## src/rtl/rbs_pkg.sv

```systemverilog
// Package: command codes shared by the read burst sequencer modules.
// Assumes one command per rising edge, decoded from the four command pins.
package rbs_pkg;

    typedef enum logic [1:0] {
        CMD_NOP   = 2'd0,
        CMD_READ  = 2'd1,
        CMD_WRITE = 2'd2,
        CMD_STOP  = 2'd3
    } rbs_cmd_e;

    // Number of clock cycles a burst occupies for a burst-length code.
    function automatic int pairs_of(input logic [1:0] code);
        case (code)
            2'b10:   return 2;
            2'b11:   return 4;
            default: return 1;
        endcase
    endfunction

endpackage

```

## src/rtl/rbs_cmd_decode.sv

```systemverilog
// Command and mode decoder.
// Turns the sampled pins into one command and converts the mode codes into
// a burst length in cycles and a clamped read latency.
// Assumes the mode inputs are stable while bursts are in flight.
module rbs_cmd_decode #(
    parameter int MAX_BL = 8,
    parameter int MAX_CL = 3,
    localparam int CNT_W = $clog2(MAX_BL / 2 + 1),
    localparam int CL_W  = $clog2(MAX_CL + 1)
) (
    input  logic             cs_n,
    input  logic             ras_n,
    input  logic             cas_n,
    input  logic             we_n,
    input  logic [1:0]       mode_bl,
    input  logic [CL_W-1:0]  mode_cl,
    output rbs_pkg::rbs_cmd_e cmd,
    output logic [CNT_W-1:0] pairs,
    output logic [CL_W-1:0]  cl_eff
);
    import rbs_pkg::*;

    // Pin decode; deselect and unknown codes become NOP.
    always_comb begin
        cmd = CMD_NOP;
        if (!cs_n) begin
            case ({ras_n, cas_n, we_n})
                3'b101:  cmd = CMD_READ;
                3'b100:  cmd = CMD_WRITE;
                3'b110:  cmd = CMD_STOP;
                default: cmd = CMD_NOP;
            endcase
        end
    end

    // Burst length in cycles, never above what the pipeline holds.
    always_comb begin
        int p;
        p = pairs_of(mode_bl);
        if (p > MAX_BL / 2) p = MAX_BL / 2;
        pairs = CNT_W'(p);
    end

    // Read latency clamped to the supported range.
    always_comb begin
        if (int'(mode_cl) < 2)           cl_eff = CL_W'(2);
        else if (int'(mode_cl) > MAX_CL) cl_eff = CL_W'(MAX_CL);
        else                             cl_eff = mode_cl;
    end

endmodule

```

## src/rtl/rbs_write_track.sv

```systemverilog
// Write burst window tracker.
// Marks the edges during which a write burst is in progress, so that a
// burst stop there can be reported as undefined. Write data itself is
// handled elsewhere. The window covers edges 1 to pairs+1 after the write.
module rbs_write_track #(
    parameter int MAX_BL = 8,
    localparam int CNT_W = $clog2(MAX_BL / 2 + 1),
    localparam int WIN_W = $clog2(MAX_BL / 2 + 2)
) (
    input  logic             clk,
    input  logic             rst_n,
    input  logic             wr_go,
    input  logic [CNT_W-1:0] pairs,
    output logic             wr_busy
);
    logic [WIN_W-1:0] win_cnt;

    // Load the window on a write, count it down otherwise.
    always_ff @(posedge clk) begin
        if (!rst_n)             win_cnt <= '0;
        else if (wr_go)         win_cnt <= WIN_W'(pairs) + WIN_W'(1);
        else if (win_cnt != '0) win_cnt <= win_cnt - WIN_W'(1);
    end

    assign wr_busy = (win_cnt != '0);

    p_write_window_r7: assert property (@(posedge clk) disable iff (!rst_n)
        wr_go |=> wr_busy);

endmodule

```

## src/rtl/rbs_slot_pipe.sv

```systemverilog
// Output slot pipeline.
// Slot j holds what the outputs will show j+1 edges after the edge that
// wrote it. A read fills its data slots from latency-1 onward and a
// preamble slot just before them. A valid stop clears every slot from
// latency-1 onward, so the outputs go quiet exactly latency edges later.
// Assumes no stop and read on the same edge (one command per edge).
module rbs_slot_pipe #(
    parameter int MAX_BL = 8,
    parameter int MAX_CL = 3,
    localparam int DEPTH  = MAX_CL - 1 + MAX_BL / 2,
    localparam int PAIR_W = $clog2(MAX_BL / 2),
    localparam int CNT_W  = $clog2(MAX_BL / 2 + 1),
    localparam int CL_W   = $clog2(MAX_CL + 1)
) (
    input  logic              clk,
    input  logic              rst_n,
    input  logic              rd_go,
    input  logic              rd_ap,
    input  logic              stop_go,
    input  logic [CNT_W-1:0]  pairs,
    input  logic [CL_W-1:0]   cl,
    output logic              out_dq,
    output logic              out_pre,
    output logic [PAIR_W-1:0] out_pair,
    output logic              rd_busy,
    output logic              rd_ap_busy
);
    logic [DEPTH-1:0]  s_dq, s_pre, s_ap;
    logic [DEPTH-1:0]  nx_dq, nx_pre, nx_ap;
    logic [PAIR_W-1:0] s_pair  [DEPTH];
    logic [PAIR_W-1:0] nx_pair [DEPTH];
    logic              q_ap;

    // Next slot contents: shift toward the output, then stop, then load.
    always_comb begin
        int lo;
        lo = int'(cl) - 1;
        nx_dq  = s_dq  >> 1;
        nx_pre = s_pre >> 1;
        nx_ap  = s_ap  >> 1;
        for (int j = 0; j < DEPTH - 1; j++) nx_pair[j] = s_pair[j + 1];
        nx_pair[DEPTH - 1] = '0;
        for (int j = 0; j < DEPTH; j++) begin
            if (stop_go && j >= lo) begin
                nx_dq[j]   = 1'b0;
                nx_pre[j]  = 1'b0;
                nx_ap[j]   = 1'b0;
                nx_pair[j] = '0;
            end
            if (rd_go) begin
                if (j >= lo && j < lo + int'(pairs)) begin
                    nx_dq[j]   = 1'b1;
                    nx_pre[j]  = 1'b0;
                    nx_ap[j]   = rd_ap;
                    nx_pair[j] = PAIR_W'(j - lo);
                end else if (j == lo - 1 && !nx_dq[j]) begin
                    nx_pre[j] = 1'b1;
                end
            end
        end
    end

    // Slot registers.
    always_ff @(posedge clk) begin
        if (!rst_n) begin
            s_dq  <= '0;
            s_pre <= '0;
            s_ap  <= '0;
            for (int j = 0; j < DEPTH; j++) s_pair[j] <= '0;
        end else begin
            s_dq  <= nx_dq;
            s_pre <= nx_pre;
            s_ap  <= nx_ap;
            for (int j = 0; j < DEPTH; j++) s_pair[j] <= nx_pair[j];
        end
    end

    // Output stage: the state driven onto the pins this cycle.
    always_ff @(posedge clk) begin
        if (!rst_n) begin
            out_dq   <= 1'b0;
            out_pre  <= 1'b0;
            out_pair <= '0;
            q_ap     <= 1'b0;
        end else begin
            out_dq   <= s_dq[0];
            out_pre  <= s_pre[0];
            out_pair <= s_pair[0];
            q_ap     <= s_ap[0];
        end
    end

    assign rd_busy    = out_dq | (|s_dq);
    assign rd_ap_busy = (out_dq & q_ap) | (|(s_dq & s_ap));

    p_preamble_r4: assert property (@(posedge clk) disable iff (!rst_n)
        $rose(out_dq) |-> ($past(out_pre) && !$past(out_dq)));

endmodule

```

## src/rtl/rbs_read_seq.sv

```systemverilog
// Read burst output sequencer with burst stop (top).
// Decodes commands, schedules read bursts into the slot pipeline, judges
// each burst stop as valid, undefined or ignored, and drives the data and
// strobe pins. The data source is combinational, addressed by beat_idx.
// Assumes the mode inputs stay stable while bursts are in flight.
module rbs_read_seq #(
    parameter int DQ_W   = 16,
    parameter int MAX_BL = 8,
    parameter int MAX_CL = 3,
    localparam int BEAT_W = $clog2(MAX_BL),
    localparam int PAIR_W = $clog2(MAX_BL / 2),
    localparam int CNT_W  = $clog2(MAX_BL / 2 + 1),
    localparam int CL_W   = $clog2(MAX_CL + 1)
) (
    input  logic              clk,
    input  logic              rst_n,
    input  logic              cs_n,
    input  logic              ras_n,
    input  logic              cas_n,
    input  logic              we_n,
    input  logic              auto_pre,
    input  logic [1:0]        mode_bl,
    input  logic [CL_W-1:0]   mode_cl,
    input  logic [DQ_W-1:0]   src_rise,
    input  logic [DQ_W-1:0]   src_fall,
    output logic [BEAT_W-1:0] beat_idx,
    output logic [DQ_W-1:0]   dq_rise,
    output logic [DQ_W-1:0]   dq_fall,
    output logic              dq_oe,
    output logic              dqs_oe,
    output logic              dqs_out,
    output logic              illegal_stop
);
    import rbs_pkg::*;

    rbs_cmd_e          cmd;
    logic [CNT_W-1:0]  pairs;
    logic [CL_W-1:0]   cl_eff;
    logic              wr_busy, rd_busy, rd_ap_busy;
    logic              stop_go, stop_bad;
    logic              out_dq, out_pre;
    logic [PAIR_W-1:0] out_pair;

    rbs_cmd_decode #(.MAX_BL(MAX_BL), .MAX_CL(MAX_CL)) i_decode (
        .cs_n(cs_n), .ras_n(ras_n), .cas_n(cas_n), .we_n(we_n),
        .mode_bl(mode_bl), .mode_cl(mode_cl),
        .cmd(cmd), .pairs(pairs), .cl_eff(cl_eff)
    );

    rbs_write_track #(.MAX_BL(MAX_BL)) i_wtrack (
        .clk(clk), .rst_n(rst_n), .wr_go(cmd == CMD_WRITE),
        .pairs(pairs), .wr_busy(wr_busy)
    );

    rbs_slot_pipe #(.MAX_BL(MAX_BL), .MAX_CL(MAX_CL)) i_pipe (
        .clk(clk), .rst_n(rst_n),
        .rd_go(cmd == CMD_READ), .rd_ap(auto_pre), .stop_go(stop_go),
        .pairs(pairs), .cl(cl_eff),
        .out_dq(out_dq), .out_pre(out_pre), .out_pair(out_pair),
        .rd_busy(rd_busy), .rd_ap_busy(rd_ap_busy)
    );

    // Classify a stop: undefined context wins, then a live read, else ignore.
    always_comb begin
        stop_bad = (cmd == CMD_STOP) && (wr_busy || rd_ap_busy);
        stop_go  = (cmd == CMD_STOP) && !stop_bad && rd_busy;
    end

    // One-cycle flag for a stop in an undefined context.
    always_ff @(posedge clk) begin
        if (!rst_n) illegal_stop <= 1'b0;
        else        illegal_stop <= stop_bad;
    end

    // Pin drive: data and strobe share one enable decision for all bits.
    always_comb begin
        dq_oe    = out_dq;
        dqs_oe   = out_dq | out_pre;
        dqs_out  = out_dq;
        beat_idx = {out_pair, 1'b0};
        dq_rise  = out_dq ? src_rise : '0;
        dq_fall  = out_dq ? src_fall : '0;
    end

    p_read_cl2_r3: assert property (@(posedge clk) disable iff (!rst_n)
        (cmd == CMD_READ && cl_eff == CL_W'(2)) |-> ##3 dq_oe);
    p_read_cl3_r3: assert property (@(posedge clk) disable iff (!rst_n)
        (cmd == CMD_READ && cl_eff == CL_W'(3)) |-> ##4 dq_oe);
    p_stop_cl2_r6: assert property (@(posedge clk) disable iff (!rst_n)
        (stop_go && cl_eff == CL_W'(2)) |-> ##3 (!dq_oe && !dqs_oe));
    p_stop_cl3_r6: assert property (@(posedge clk) disable iff (!rst_n)
        (stop_go && cl_eff == CL_W'(3)) |-> ##4 (!dq_oe && !dqs_oe));
    p_idle_stop_r9: assert property (@(posedge clk) disable iff (!rst_n)
        (cmd == CMD_STOP && !rd_busy && !wr_busy) |=> !illegal_stop);

endmodule

```

## config.mk

```make
export PLATFORM = sky130hd
export DESIGN_NAME = rbs_read_seq
export DESIGN_NICKNAME = d
export VERILOG_FILES = /design/src/rtl/rbs_pkg.sv /design/src/rtl/rbs_cmd_decode.sv /design/src/rtl/rbs_write_track.sv /design/src/rtl/rbs_slot_pipe.sv /design/src/rtl/rbs_read_seq.sv
export SDC_FILE = /design/constraint.sdc
export NUM_CORES = 1
export LEC_CHECK = 0
export ABC_CLOCK_PERIOD_IN_PS = 6330
export BUFFER_PORTS_ARGS = -buffer_cell sky130_fd_sc_hd__clkbuf_2
export CAP_MARGIN = 20
export CELL_PAD_IN_SITES_DETAIL_PLACEMENT = 1
export CELL_PAD_IN_SITES_GLOBAL_PLACEMENT = 1
export CORE_AREA = 2 2 72 74
export CTS_BUF_LIST = sky130_fd_sc_hd__clkbuf_2 sky130_fd_sc_hd__clkbuf_4 sky130_fd_sc_hd__clkbuf_8
export DETAILED_ROUTE_END_ITERATION = 8
export DIE_AREA = 0 0 74 76
export PLACE_DENSITY = 0.83
export SKIP_CTS_REPAIR_TIMING = 1
export SLEW_MARGIN = 20
export SYNTH_ARGS = -nofsm -noshare
export SYNTH_HDL_FRONTEND = slang
export SYNTH_SLANG_ARGS = --single-unit
export TNS_END_PERCENT = 30
```

## constraint.sdc

```tcl
create_clock -name clk -period 6.33 [get_ports clk]
set_input_delay 0.9495 -clock clk [delete_from_list [all_inputs] [get_ports clk]]
set_output_delay 0.9495 -clock clk [all_outputs]
set_load 0.1 [all_outputs]
```

==> results.md <==
- Initial core utilization: 34.7%
- RSZ-0062 raised after global routing: false
- Asr flop ratio synth: 0%
- Kind of start point of the critical path: input pin
- Clock slew at reported path FFs: 0.07 ns
- Most frequent cells in the layout: clkbuf_2 (80), and2_1 (46), dfxtp_1 (37)
- Grt met3 use: 5.42%
- Die Width: 74 um
- Slowest-stage cell, CP: o21ai_0
- Drt drc: 0
- FF-to-FF Start: i_wtrack.win_cnt[0]
- Ys Warns: 0
- Worst stage delay on the critical path: 0.50 ns
- Die area: 5620 sq um
- Synth Cell Area: 1710 sq um
- Fin Setup TNS: 0 ns
- Final GP Congestion: 0.847
- Most common cell after layout, fill and taps aside: clkbuf_2
- Critical Path Sink Type: flop
- Drt wl/cell: 12.9 um
- Crit-path cells: clkbuf_2, and2_1, inv_1, ha_1, inv_1, fa_1, and3b_1, a21oi_1, o21ai_0, nand2_1, o22ai_1
- CTS tree: done
- Critical path class: in2reg
- Fin nets: 321
- Maximum clock insertion buffer count: 2
- Layout cells sized above 1: 35.2%
- Synth area leaders: dfxtp_1 (43%), and2_1 (17%), nand2_1 (5.7%)
- Power Dens Cells: 232 nW/um^2
- Initial antenna violation count: 0
- Max-cap violations: 0
- Relative slew slack: 45.8%
- Core Area: 4910 sq um
- P&R area growth vs syn: 31.4%
- Global route overflow: 0
- DR iter-0 viols: 54
- Skew-Pair Late Insertion Delay: 0.29 ns
- Status: finished clean
- Critical Path RT: 6.54 ns
- Met1 Resource Use GR: 17.7%
- Met2 usage: 28.1%
- Number of synthesized flops with an enable pin: 0
- Hpwl dp: 3.59 mm
- Least-Margin Pin Slew: 0.811 ns
- Slew Viols, Final: 0
- First-pass GRT wire length: 7.08 mm
- Post-synthesis register bit count: 37
- Hold_ws: 0.422 ns
- Worst vdd ir: 0.122 mV
- Register area share after synthesis: 43.4%
- Critical Path Most Common Cell: inv_1
- Min Tclk post-route: 2.99 ns
- Rows: 26
- Buffers on Ports: 80
- Total Wirelength: 4.43 mm
- Largest net degree at the start of global routing: 38
- CP arrival: 3.20 ns
- Die Ht: 76 um
- H-Tree Depth: 2
- Mean Syn Cell Area: 8.75 sq um
- Hold wc startpoint: i_pipe.s_pair[2][0]
- Vias in the first global route: 1565
- Clock skew: 0.00620 ns
- Count of final setup violators: 0
- Cell taking the most area after synthesis: dfxtp_1
- Via/cell ratio: 4.66
- Clock root buffer: clkbuf_8
- Period utilization: 47.3%
- CTS sink cnt: 37
- Main synth FF type: dfxtp_1
- Ant. Diodes: 0
- Synth top area share: 43.4%
- Worst Hold Class: reg2reg
- Cts bufs inserted: 5
- P_leak: 1.11 nW
- Crit path from: mode_cl[0]
- Delay-heaviest family, CP: compound AO/OA/AOI/OAI gates
- Num ports: 82
- Vias: 1599
- CP Buf/Inv Count: 3
- Synth unique cells: 39
- Post-route ant nets: 0
- Post-Synthesis Cells: 195
- Busiest grt layer: met2
- Final hold violations: 0
- Peak Freq: 0.334 GHz
- Total GRT Usage: 16.2%
- Max FO, Critical Path: 6
- First-pass detailed-route iteration total: 4
[path summary, 6_finish.rpt]
path	to	slack, ns	cells past startpoint
setup / recovery	i_pipe.s_pair[2][0]	3.34	11
hold reg to reg	i_pipe.s_pair[1][0]	0.42	2
setup reg to reg	i_pipe.s_pair[3][1]	4.36	7
hold / removal	i_pipe.s_pair[1][0]	0.42	2
[worst reg2reg max path, delay by kind of cell (launching register included)]
kind | cells | cell delay, ns
flops | 1 | 0.30
fa+ha+maj | 1 | 0.18
buf+inv | 1 | 0.12
compound gates | 1 | 0.24
simple gates | 4 | 1.01
[cell families (layout without fill, tap and decap cells)]
family,after synthesis,in the layout,share of synthesized area (%)
simple gates,104,104,34.8
flops,37,37,43.4
compound gates,30,30,12.7
buf+inv,17,94,4.26
fa+ha+maj,5,5,4.11
other cells,1,2,0.220
xor+xnor,1,1,0.514
[flip-flops by register name, indices dropped and copies added, names as in the netlist]
| register | count |
|---|---|
| i_pipe.s_ap | 6 |
| i_pipe.out_pre | 1 |
| i_pipe.s_dq | 6 |
| i_pipe.s_pair | 11 |
| i_wtrack.win_cnt | 3 |
| i_pipe.s_pre | 5 |
| i_pipe.out_dq | 1 |
| illegal_stop | 1 |
| i_pipe.q_ap | 1 |
| i_pipe.out_pair | 2 |
[cell type report]
class | count | area (sq um)
clock buffers | 7 | 90.1
fillers | 613 | 2670
flip-flops and latches | 37 | 741
multi-input cells | 142 | 896
repair buffers | 80 | 400
well taps | 70 | 87.6
inverters | 7 | 26.3
[synth_stat cells (all sizes together), types with 2 or more instances]
| master | count |
|---|---|
| ha | 4 |
| nand3 | 3 |
| and3 | 7 |
| a21boi | 6 |
| nor2b | 3 |
| o22ai | 5 |
| clkbuf | 7 |
| o21ai | 5 |
| inv | 7 |
| nor2 | 8 |
| a21oi | 6 |
| nand2 | 26 |
| dfxtp | 37 |
| nand4 | 2 |
| buf | 3 |
| and2 | 48 |
[stage by stage]
stage	instance area [sq um]	std cells	setup slack [ns]	util [%]	power [W]
floorplan	1710	196	3.30	-	0.000330
global placement	2150	336	3.22	43.8	0.000355
detailed placement	2150	336	3.07	43.8	0.000358
CTS	2240	343	3.36	45.6	0.000527
global route	2240	343	3.15	45.6	0.000555
finish	2240	343	3.34	45.6	0.000520
[layer usage]
metal / vias up / wire, um
met5: - / 0
met3: 11 / 430
met4: 0 / 105
met1: 718 / 1860
li1: 797 / -
met2: 73 / 2030
[where the power goes]
group          leakage, nW  total (W)  internal, W  switching, W
logic                0.758   0.000104    0.0000430     0.0000615
clock network       0.0477   0.000167    0.0000906     0.0000763
registers            0.300   0.000249     0.000244    0.00000551
total                 1.11   0.000520     0.000377      0.000143
No activity file was read; power rests on OpenSTA's default activity.
